===== config.mk =====
export PLATFORM = sky130hd
export DESIGN_NAME = i2cm_engine
export DESIGN_NICKNAME = d
export VERILOG_FILES = /design/src/rtl/i2cm_engine.sv
export SDC_FILE = /design/constraint.sdc
export NUM_CORES = 1
export LEC_CHECK = 0
export ABC_AREA = 1
export BUFFER_PORTS_ARGS = -buffer_cell sky130_fd_sc_hd__buf_2
export CAP_MARGIN = 40
export CORE_MARGIN = 2
export CORE_UTILIZATION = 40
export DETAILED_ROUTE_END_ITERATION = 10
export PLACE_DENSITY_LB_ADDON = 0.08
export REMOVE_ABC_BUFFERS = 1
export SYNTH_ARGS = -nofsm -noshare
export SYNTH_HDL_FRONTEND = slang
export SYNTH_SLANG_ARGS = --single-unit

===== constraint.sdc =====
create_clock -name clk -period 4 [get_ports clk]
set_input_delay 0.2 -clock clk [delete_from_list [all_inputs] [get_ports clk]]
set_output_delay 0.2 -clock clk [all_outputs]
set_load 0.1 [all_outputs]

===== src/rtl/i2cm_engine.sv =====
`timescale 1ns/1ps
module i2cm_engine #(
  parameter int DIV_W = 14
) (
  input  logic       clk,
  input  logic       rst_n,
  input  logic       reg_we,
  input  logic [2:0] reg_addr,
  input  logic [7:0] reg_wdata,
  output logic [7:0] reg_rdata,
  input  logic       scl_in,
  input  logic       sda_in,
  output logic       scl_oe,
  output logic       sda_oe,
  output logic       irq
);
  localparam logic [2:0] A_DAT = 3'd0, A_CTL = 3'd1, A_STS = 3'd2, A_CLK = 3'd3, A_RST = 3'd4;
  localparam logic [7:0] C_BERR = 8'h00, C_ST = 8'h08, C_RST = 8'h10, C_AW_A = 8'h18, C_AW_N = 8'h20,
                         C_DW_A = 8'h28, C_DW_N = 8'h30, C_LOST = 8'h38, C_AR_A = 8'h40,
                         C_AR_N = 8'h48, C_DR_A = 8'h50, C_DR_N = 8'h58, C_NONE = 8'hF8;

  typedef enum logic [2:0] {S_IDLE, S_START, S_RSTART, S_STOP, S_BIT, S_HOLD, S_FREE} st_t;
  typedef enum logic [1:0] {OP_ADDR, OP_TX, OP_RX} op_t;

  st_t              st;
  op_t              op;
  logic [DIV_W-1:0] cnt;
  logic [1:0]       step;
  logic [3:0]       bitn;
  logic             ph, sref, ackq, rwq, aft, rdm;
  logic [7:0]       dat, stat;
  logic             ien, enab, sta, sto, flag, aak;
  logic [6:0]       ccr;
  logic             scl_lo, sda_lo;
  logic [31:0]      half_w;
  logic             hd;
  logic [7:0]       rcode;
  logic             in_bit, at_idle;

  assign half_w  = (32'd5 * (32'(ccr[6:3]) + 32'd1)) << ccr[2:0];
  assign hd      = (32'(cnt) == half_w - 32'd1);
  assign scl_oe  = scl_lo;
  assign sda_oe  = sda_lo;
  assign irq     = ien & flag;
  assign in_bit  = (st == S_BIT);
  assign at_idle = (st == S_IDLE);

  always_comb begin
    case (op)
      OP_ADDR: rcode = rwq ? (sda_in ? C_AR_N : C_AR_A) : (sda_in ? C_AW_N : C_AW_A);
      OP_TX:   rcode = sda_in ? C_DW_N : C_DW_A;
      default: rcode = ackq ? C_DR_A : C_DR_N;
    endcase
  end

  always_comb begin
    case (reg_addr)
      A_DAT:   reg_rdata = dat;
      A_CTL:   reg_rdata = {ien, enab, sta, sto, flag, aak, 2'b00};
      A_STS:   reg_rdata = flag ? stat : C_NONE;
      A_CLK:   reg_rdata = {1'b0, ccr};
      default: reg_rdata = 8'h00;
    endcase
  end

  always_ff @(posedge clk) begin
    if (!rst_n || (reg_we && reg_addr == A_RST)) begin
      st <= S_IDLE; op <= OP_ADDR; cnt <= '0; step <= '0; bitn <= '0;
      ph <= 1'b0; sref <= 1'b1; ackq <= 1'b0; rwq <= 1'b0; aft <= 1'b0; rdm <= 1'b0;
      dat <= '0; stat <= C_NONE; ien <= 1'b0; enab <= 1'b0; sta <= 1'b0; sto <= 1'b0;
      flag <= 1'b0; aak <= 1'b0; ccr <= '0; scl_lo <= 1'b0; sda_lo <= 1'b0;
    end else begin
      case (st)
        S_IDLE: begin
          scl_lo <= 1'b0; sda_lo <= 1'b0; cnt <= '0; step <= '0;
          if (enab && sta && !flag) begin st <= S_START; sta <= 1'b0; end
        end
        S_START: begin
          if (hd) begin
            cnt <= '0;
            if (step == 2'd0) begin sda_lo <= 1'b1; step <= 2'd1; end
            else begin scl_lo <= 1'b1; stat <= C_ST; flag <= 1'b1; aft <= 1'b1; st <= S_HOLD; end
          end else cnt <= cnt + 1'b1;
        end
        S_RSTART: begin
          if (hd) begin
            cnt <= '0; step <= step + 2'd1;
            case (step)
              2'd0: scl_lo <= 1'b0;
              2'd1: sda_lo <= 1'b1;
              default: begin scl_lo <= 1'b1; stat <= C_RST; flag <= 1'b1; aft <= 1'b1; rdm <= 1'b0; st <= S_HOLD; end
            endcase
          end else cnt <= cnt + 1'b1;
        end
        S_STOP: begin
          if (hd) begin
            cnt <= '0; step <= step + 2'd1;
            case (step)
              2'd0: scl_lo <= 1'b0;
              2'd1: sda_lo <= 1'b0;
              default: begin st <= S_IDLE; aft <= 1'b0; rdm <= 1'b0; end
            endcase
          end else cnt <= cnt + 1'b1;
        end
        S_HOLD: begin
          if (!flag) begin
            cnt <= '0; step <= '0;
            if (sto) begin sto <= 1'b0; sda_lo <= 1'b1; st <= S_STOP; end
            else if (sta) begin sta <= 1'b0; sda_lo <= 1'b0; st <= S_RSTART; end
            else begin
              st <= S_BIT; bitn <= '0; ph <= 1'b0; ackq <= aak;
              if (aft) begin op <= OP_ADDR; rwq <= dat[0]; aft <= 1'b0; end
              else op <= rdm ? OP_RX : OP_TX;
            end
          end
        end
        S_BIT: begin
          if (!ph) begin
            if (cnt == '0)
              sda_lo <= (bitn == 4'd8) ? (op == OP_RX && ackq) : (op != OP_RX && !dat[7]);
            if (hd) begin cnt <= '0; ph <= 1'b1; scl_lo <= 1'b0; end
            else cnt <= cnt + 1'b1;
          end else begin
            if (cnt == '0) sref <= sda_in;
            if (cnt != '0 && sda_in != sref) begin
              stat <= C_BERR; flag <= 1'b1; scl_lo <= 1'b0; sda_lo <= 1'b0; st <= S_FREE;
            end else if (hd) begin
              cnt <= '0; ph <= 1'b0;
              if (op != OP_RX && bitn != 4'd8 && !sda_lo && !sda_in) begin
                stat <= C_LOST; flag <= 1'b1; scl_lo <= 1'b0; sda_lo <= 1'b0; st <= S_FREE;
              end else begin
                scl_lo <= 1'b1;
                if (bitn != 4'd8) begin
                  dat <= {dat[6:0], sda_in}; bitn <= bitn + 4'd1;
                end else begin
                  flag <= 1'b1; stat <= rcode; st <= S_HOLD;
                  if (op == OP_ADDR) rdm <= rwq;
                end
              end
            end else if (scl_in) cnt <= cnt + 1'b1;
          end
        end
        S_FREE: begin
          scl_lo <= 1'b0; sda_lo <= 1'b0; aft <= 1'b0; rdm <= 1'b0;
          if (!flag) st <= S_IDLE;
        end
        default: st <= S_IDLE;
      endcase

      if (!enab) begin st <= S_IDLE; scl_lo <= 1'b0; sda_lo <= 1'b0; end

      if (reg_we) begin
        case (reg_addr)
          A_DAT: if (st != S_BIT) dat <= reg_wdata;
          A_CTL: begin
            ien <= reg_wdata[7]; enab <= reg_wdata[6]; sta <= reg_wdata[5];
            sto <= reg_wdata[4]; aak <= reg_wdata[2];
            if (!reg_wdata[3] && flag) flag <= 1'b0;
          end
          A_CLK: ccr <= reg_wdata[6:0];
          default: ;
        endcase
      end
    end
  end
endmodule


# After elaboration in Yosys (flattened, before gate mapping)
# Cells that the tools add are included.
# totals
regBits	62
input_bits	16
out_inout_bits	11
word_cells	276
# op_classes
n_addsub	5
multipliers	1
eq_ne	53
shift	1
n_mux	138
bitwise	5
n_reduce_logical	51
# op_table
cell	count
two-way mux 8 bit	19
two-way mux 14 bit	6
two-way mux 1 bit	63
case mux 14 bit (4 select lines)	1
two-way mux 3 bit	16
!= test 2 bit (second input constant)	21
two-way mux 4 bit	10
equality test 14 x 32 -> 1 bit	1
case mux 8 bit (4 select lines)	1
left shift 8 x 3 -> 32 bit	1
subtractor 32 x 1 -> 32 bit (second input constant)	1
AND reduction 9 bit	3
case mux 8 bit (3 select lines)	1
AND reduction 12 bit	2
case mux 3 bit (7 select lines)	1
adder 14 x 1 -> 14 bit (second input constant)	1
logical NOT 14 bit	1
case mux 7 bit (2 select lines)	1
nonzero test 14 bit	1
equality test 3 x 2 -> 1 bit (second input constant)	4
equality test 3 bit (second input constant)	4
two-way mux 2 bit	6
!= test 3 bit (second input constant)	4
AND reduction 4 bit	3
42 further kinds	82

# Longest topological paths before layout
# depth
word_depth	12
ltp_mapped	37

# Worst setup path before layout
# No wires, ideal clock.
# synth_timing
path_kind	register to register
startpoint	reg ccr[3]
endpoint	reg dat[2]
arrival_ps	4156
required_time_ps	3891
setup_slack_ps	-265
stages_incl_launch_ff	34
synth_period_minus_slack_ps	4265
cell_sequence	dfxtp_1 > ha_1 > ha_1 > ha_1 > inv_1 > fa_1 > inv_1 > nand2_2 > nand3_2 > nand3_2 > nand2_1 > nor2_1 > nand2_1 > nor2_2 > nand4_1 > inv_1 > ha_1 > nand3b_1 > nor2_1 > o21ai_0 > nor2_1 > nand2_1 > nor2_1 > nand3_1 > nor2_1 > nand3_1 > nor3_2 > nand3_4 > nor3_4 > inv_2 > nand2_1 > nand3_1 > nand2_1 > inv_1
# synth_between
elab_chain_len	12
# synth_lines
item	line_no	rtl
start: declaration	33	logic [6:0] ccr;
start signal: assignment	160	A_CLK: ccr <= reg_wdata[6:0];
adder 4 x 1 -> 5 bit *	40	assign half_w = (32'd5 * (32'(ccr[6:3]) + 32'd1)) << ccr[2:0];
multiplier 3 x 5 -> 8 bit *	40	
left shift 8 x 3 -> 32 bit *	40	
subtractor 32 x 1 -> 32 bit *	41	assign hd = (32'(cnt) == half_w - 32'd1);
equality test 14 x 32 -> 1 bit *	41	
two-way mux 8 bit *	127	end else if (hd) begin
two-way mux 8 bit *	125	if (cnt != '0 && sda_in != sref) begin
two-way mux 8 bit *	118	if (!ph) begin
two-way mux 8 bit *	73	case (st)
two-way mux 8 bit	154	A_DAT: if (st != S_BIT) dat <= reg_wdata;
two-way mux 8 bit	153	case (reg_addr)
two-way mux 8 bit *	152	if (reg_we) begin
end signal: assignment	134	dat <= {dat[6:0], sda_in}; bitn <= bitn + 4'd1;
end signal: assignment	154	
end: declaration	31	logic [7:0] dat, stat;
# Mark *: on every way between the ends. The rest lies on a longest branch, timed or not.
# A chain may end at the register's enable or synchronous reset.

# Worst setup path after layout
# layout_timing
startpoint	reg ccr[3]
endpoint	reg st[1]
# layout_between
elab_chain_len	7
# layout_lines
item	line_no	rtl
adder 4 x 1 -> 5 bit *	40	
multiplier 3 x 5 -> 8 bit *	40	
left shift 8 x 3 -> 32 bit *	40	
subtractor 32 x 1 -> 32 bit *	41	
equality test 14 x 32 -> 1 bit *	41	
!= test 3 x 2 -> 1 bit (no line) / != test 2 bit (equally long branches)	n/a	
AND reduction 12 bit (no line) *	n/a	
end signal: assignment	68	st <= S_IDLE; op <= OP_ADDR; cnt <= '0; step <= '0; bitn <= '0;
end signal: assignment	76	if (enab && sta && !flag) begin st <= S_START; sta <= 1'b0; end
end signal: assignment	82	else begin scl_lo <= 1'b1; stat <= C_ST; flag <= 1'b1; aft <= 1'b1; st <= S_HOLD; end
end: declaration	25	st_t st;
# Marks and branches as above.

==> results.yml <==
run_status:
  outcome: "finished, violations left"
  violations: "negative setup slack"
synth:
  syn_area_um2: 5070
  synth_top_family_by_area: "simple AND/OR/NAND/NOR gates"
  post_synth_simple_gate_area_pct: 47.8
  proportion_of_synthesized_area_in_mux_cells_pct: 0
  synthTopCellsByCount: "240 x sky130_fd_sc_hd__nand2_1, 127 x sky130_fd_sc_hd__nor2_1, 107 x sky130_fd_sc_hd__inv_1, 91 x sky130_fd_sc_hd__nand3_1, 59 x sky130_fd_sc_hd__dfxtp_1"
  postSynthAreaPerCell_um2: 5.88
  synth_adder_area_share_pct: 4.34
  synth_largest_type_area_fraction_pct: 23.3
  synth_edf_count: 0
  ys_warn_count: 0
  synth_compound_gate_area_share_pct: 11.5
  ys_top_cells_by_area: "sky130_fd_sc_hd__dfxtp_1 23%, sky130_fd_sc_hd__nand2_1 18%, sky130_fd_sc_hd__nor2_1 9.4%"
  synth_most_common_cell: "sky130_fd_sc_hd__nand2_1"
  synth_area_leader_cell: "sky130_fd_sc_hd__dfxtp_1"
  ys_types: 44
  synth_seq_cells: 59
  share_of_the_yosys_chip_area_belonging_to_registers_pct: 23.3
  synthCells: 862
  synthArstFlopShare_pct: 0
  synth_top_flop_cell: "sky130_fd_sc_hd__dfxtp_1"
  synthXorXnorAreaFrac_pct: 2.25
power_and_ir_drop:
  pwr-share-comb_pct: 19.2
  internal-power_w: 0.00113
  total_power_w: 0.00162
  power-per-cell-area_nw_per_um2: 248
  peakVddDrop_uv: 287
  p_seq_share_pct: 37.0
  p_leak_nw: 3.05
  clock_power_share_pct: 43.8
  switching_share_pct: 30.2
  psw_w: 0.000491
die:
  design.core.area_um2: 12500
  io-pin-count: 27
  initial_utilization_pct: 40.5
  dieHeight_um: 117
  die_area_um2: 13600
  die_x_um: 117
  row_count: 41
setup_path:
  worst_setup_path_start_kind: "register"
  cpMaxStageDelayCell: "sky130_fd_sc_hd__fa_2"
  critPathMaxFanout: 7
  startpoint: "ccr[3]$_SDFFE_PP0P_"
  delay_of_the_slowest_cell_on_the_worst_path_ns: 0.53
  cp_data_required_time_ns: 4.28
  crit_type: "reg2reg"
  critical_path_arrival_ns: 4.81
  crit-reg2reg-launch: "ccr[3]$_SDFFE_PP0P_"
  nature_of_the_critical_path_endpoint: "register"
  reg2reg_setup_slack_ns: -0.53
  worst_path_most_repeated_cell: "sky130_fd_sc_hd__nor2_1"
global_routing:
  grt_start_max_net_pins: 39
  first_global_vias: 5538
  gr-usage-all-layers_pct: 24.6
  grt_pass1_wl_um: 26200
  grt_antenna_before_repair: 0
  globalRouteOverflowTotal: 0
flow_run:
  maxCapViolations: 0
layout:
  fraction_of_layout_instances_using_a_drive_strength_above_1_pct: 23.8
  finish.net_count: 992
  area.growth.synth_to_final_pct: 28.9
  count_of_fill_cells_added_during_filler_insertion: 1338
  antenna_cells_inserted: 0
clock_network:
  clock_transition_time_at_the_flip_flop_clock_pins_of_the_worst_setup_and_hold_paths_ns: 0.05
  clock_tree.buffer_depth: 2
  cts-buffers-inserted: 9
  clockRootBuffer: "sky130_fd_sc_hd__clkbuf_16"
  postCtsHoldBufs: 0
  clock_latency_ns: 0.35
  maximum_level_of_the_cts_h_tree: 3
  tritoncts: "built"
  numClockSinks: 59
route:
  avgRoutedWirePerCell_um: 14.4
  drt_iter0_drc: 378
  vias: 5812
  routed_wirelength_um: 16300
  dr.pass1.iters: 5
  vias_per_cell: 5.12
  route.detailed.drc: 0
  route.antenna.remaining_nets: 0
timing:
  fmax_ghz: 0.221
  min_setup_slack_post_route_ns: -0.528
  setup_total_negative_slack_ns: -19.48
  finalCriticalPeriod_ns: 4.53
  report.final.slew_viol_count: 0
  timing.max_slew.rel_slack_pct: 34.7
  min_period_over_period_pct: 113
  max_slew.worst_pin.slew_ns: 0.976
  finalHoldViolCount: 0
  setup_repair_after_global_routing_missed_its_margin: "yes"
  max_clock_skew_ns: 0.0147
  final-setup-viol-count: 42
placed_design:
  detailedPlacementHpwl_um: 12200
  place.port_buffers: 26
  gp_congestion: 0.919
hold_path:
  worstHoldStart: "reg_wdata[7]"
  min_path_type: "in2reg"
registers in the layout, indices dropped and copies added (netlist names), 2 cells and up:
register,count
step,2
bitn,4
cnt,14
dat,8
op,2
ccr,7
st,3
stat,5
final timing paths:
check                                             to  depth (start not counted)
worst max register to register    st[1]$_SDFFE_PP0P_                         35
worst min register to register  stat[7]$_SDFFE_PP1P_                          2
worst min-delay path                ien$_SDFFE_PP0P_                          3
worst max-delay path              st[1]$_SDFFE_PP0P_                         35
per-layer routing:
layer	routed length [µm]	up-vias	part of all wire [%]	GRT usage, %
li1	-	2976	-	-
met5	0	-	0	0
met4	543	0	3.3	10.5
met3	605	42	3.7	4.15
met1	7180	2655	44	30.0
met2	8010	139	49	42.8
cell usage in the layout (no fill, tap or decap), drive strengths merged:
master,synthesis,layout
clkbuf,10,11
clkinvlp,0,2
nand2,250,250
ha,16,16
a21oi,42,42
nor4,3,3
a21o,2,2
and2,1,1
nor2,137,137
nand4,14,14
a211oi,3,3
nand3,106,108
a31oi,3,3
xor2,12,12
o211ai,3,3
buf,12,105
fa,1,1
clkinv,3,6
xnor2,1,1
nand3b,1,1
or2,1,1
inv,112,112
nor3b,1,1
o31ai,2,2
o2111ai,6,6
nor3,21,21
dfxtp,59,59
o21ai,39,40
o21bai,1,1
worst max-delay path: cells and delay by family, from the launching register on:
| kind | cells | cell delay (ns) |
|---|---|---|
| simple gates | 24 | 2.34 |
| compound gates | 1 | 0.07 |
| xor+xnor | 1 | 0.17 |
| flops | 1 | 0.37 |
| buf+inv | 5 | 0.44 |
| fa+ha+maj | 4 | 1.06 |
layout make-up:
type,count,area [µm²],share of cell area [%]
Sequential cell,59,1190,18.2
Timing Repair Buffer,105,757,11.6
Inverter,115,432,6.60
Clock inverter,5,30.0,0.459
Tap cell,172,215,3.29
Multi-Input combinational cell,669,3680,56.3
Clock buffer,11,233,3.56
power groups by stage:
stage                     registers (W)  clock network, W  logic [W]
after floorplan                0.000614                 0   0.000168
after global placement         0.000613                 0   0.000270
after detailed placement       0.000613                 0   0.000272
after CTS                      0.000600          0.000721   0.000298
after global routing           0.000601          0.000742   0.000340
final                          0.000600          0.000711   0.000311
kinds of logic (layout without fill, tap and decap cells):
| group | Yosys count | count (layout) |
|---|---|---|
| and+or+nand+nor | 535 | 537 |
| buffers and inverters | 137 | 236 |
| AOI/OAI and AO/OA | 101 | 102 |
| DFF | 59 | 59 |
| adders and majority gates | 17 | 17 |
| xor gates and xnor gates | 13 | 13 |
per-stage QoR:
stage	util, %	hold WS, ns	worst slack, ns	instances	instance area, µm²
finish	52.2	0.109	-0.528	1136	6540
global route	52.2	0.139	-0.827	1136	6540
CTS	50.3	0.103	-0.481	1128	6300
detailed placement	45.9	0.433	-0.740	1098	5750
global placement	45.9	0.433	-0.544	1098	5750
floorplan	-	0.335	-0.413	840	4950
repair_timing:
item | 4_1_cts | 5_1_grt
hold endpoints to repair | 0 | 0
setup endpoints to repair | 42 | 42
gates cloned | 1 | 2
setup buffers | 13 | 6
pin swaps | 24 | 17
gates resized for setup | 47 | 45
No activity file was read; power rests on OpenSTA's default activity.
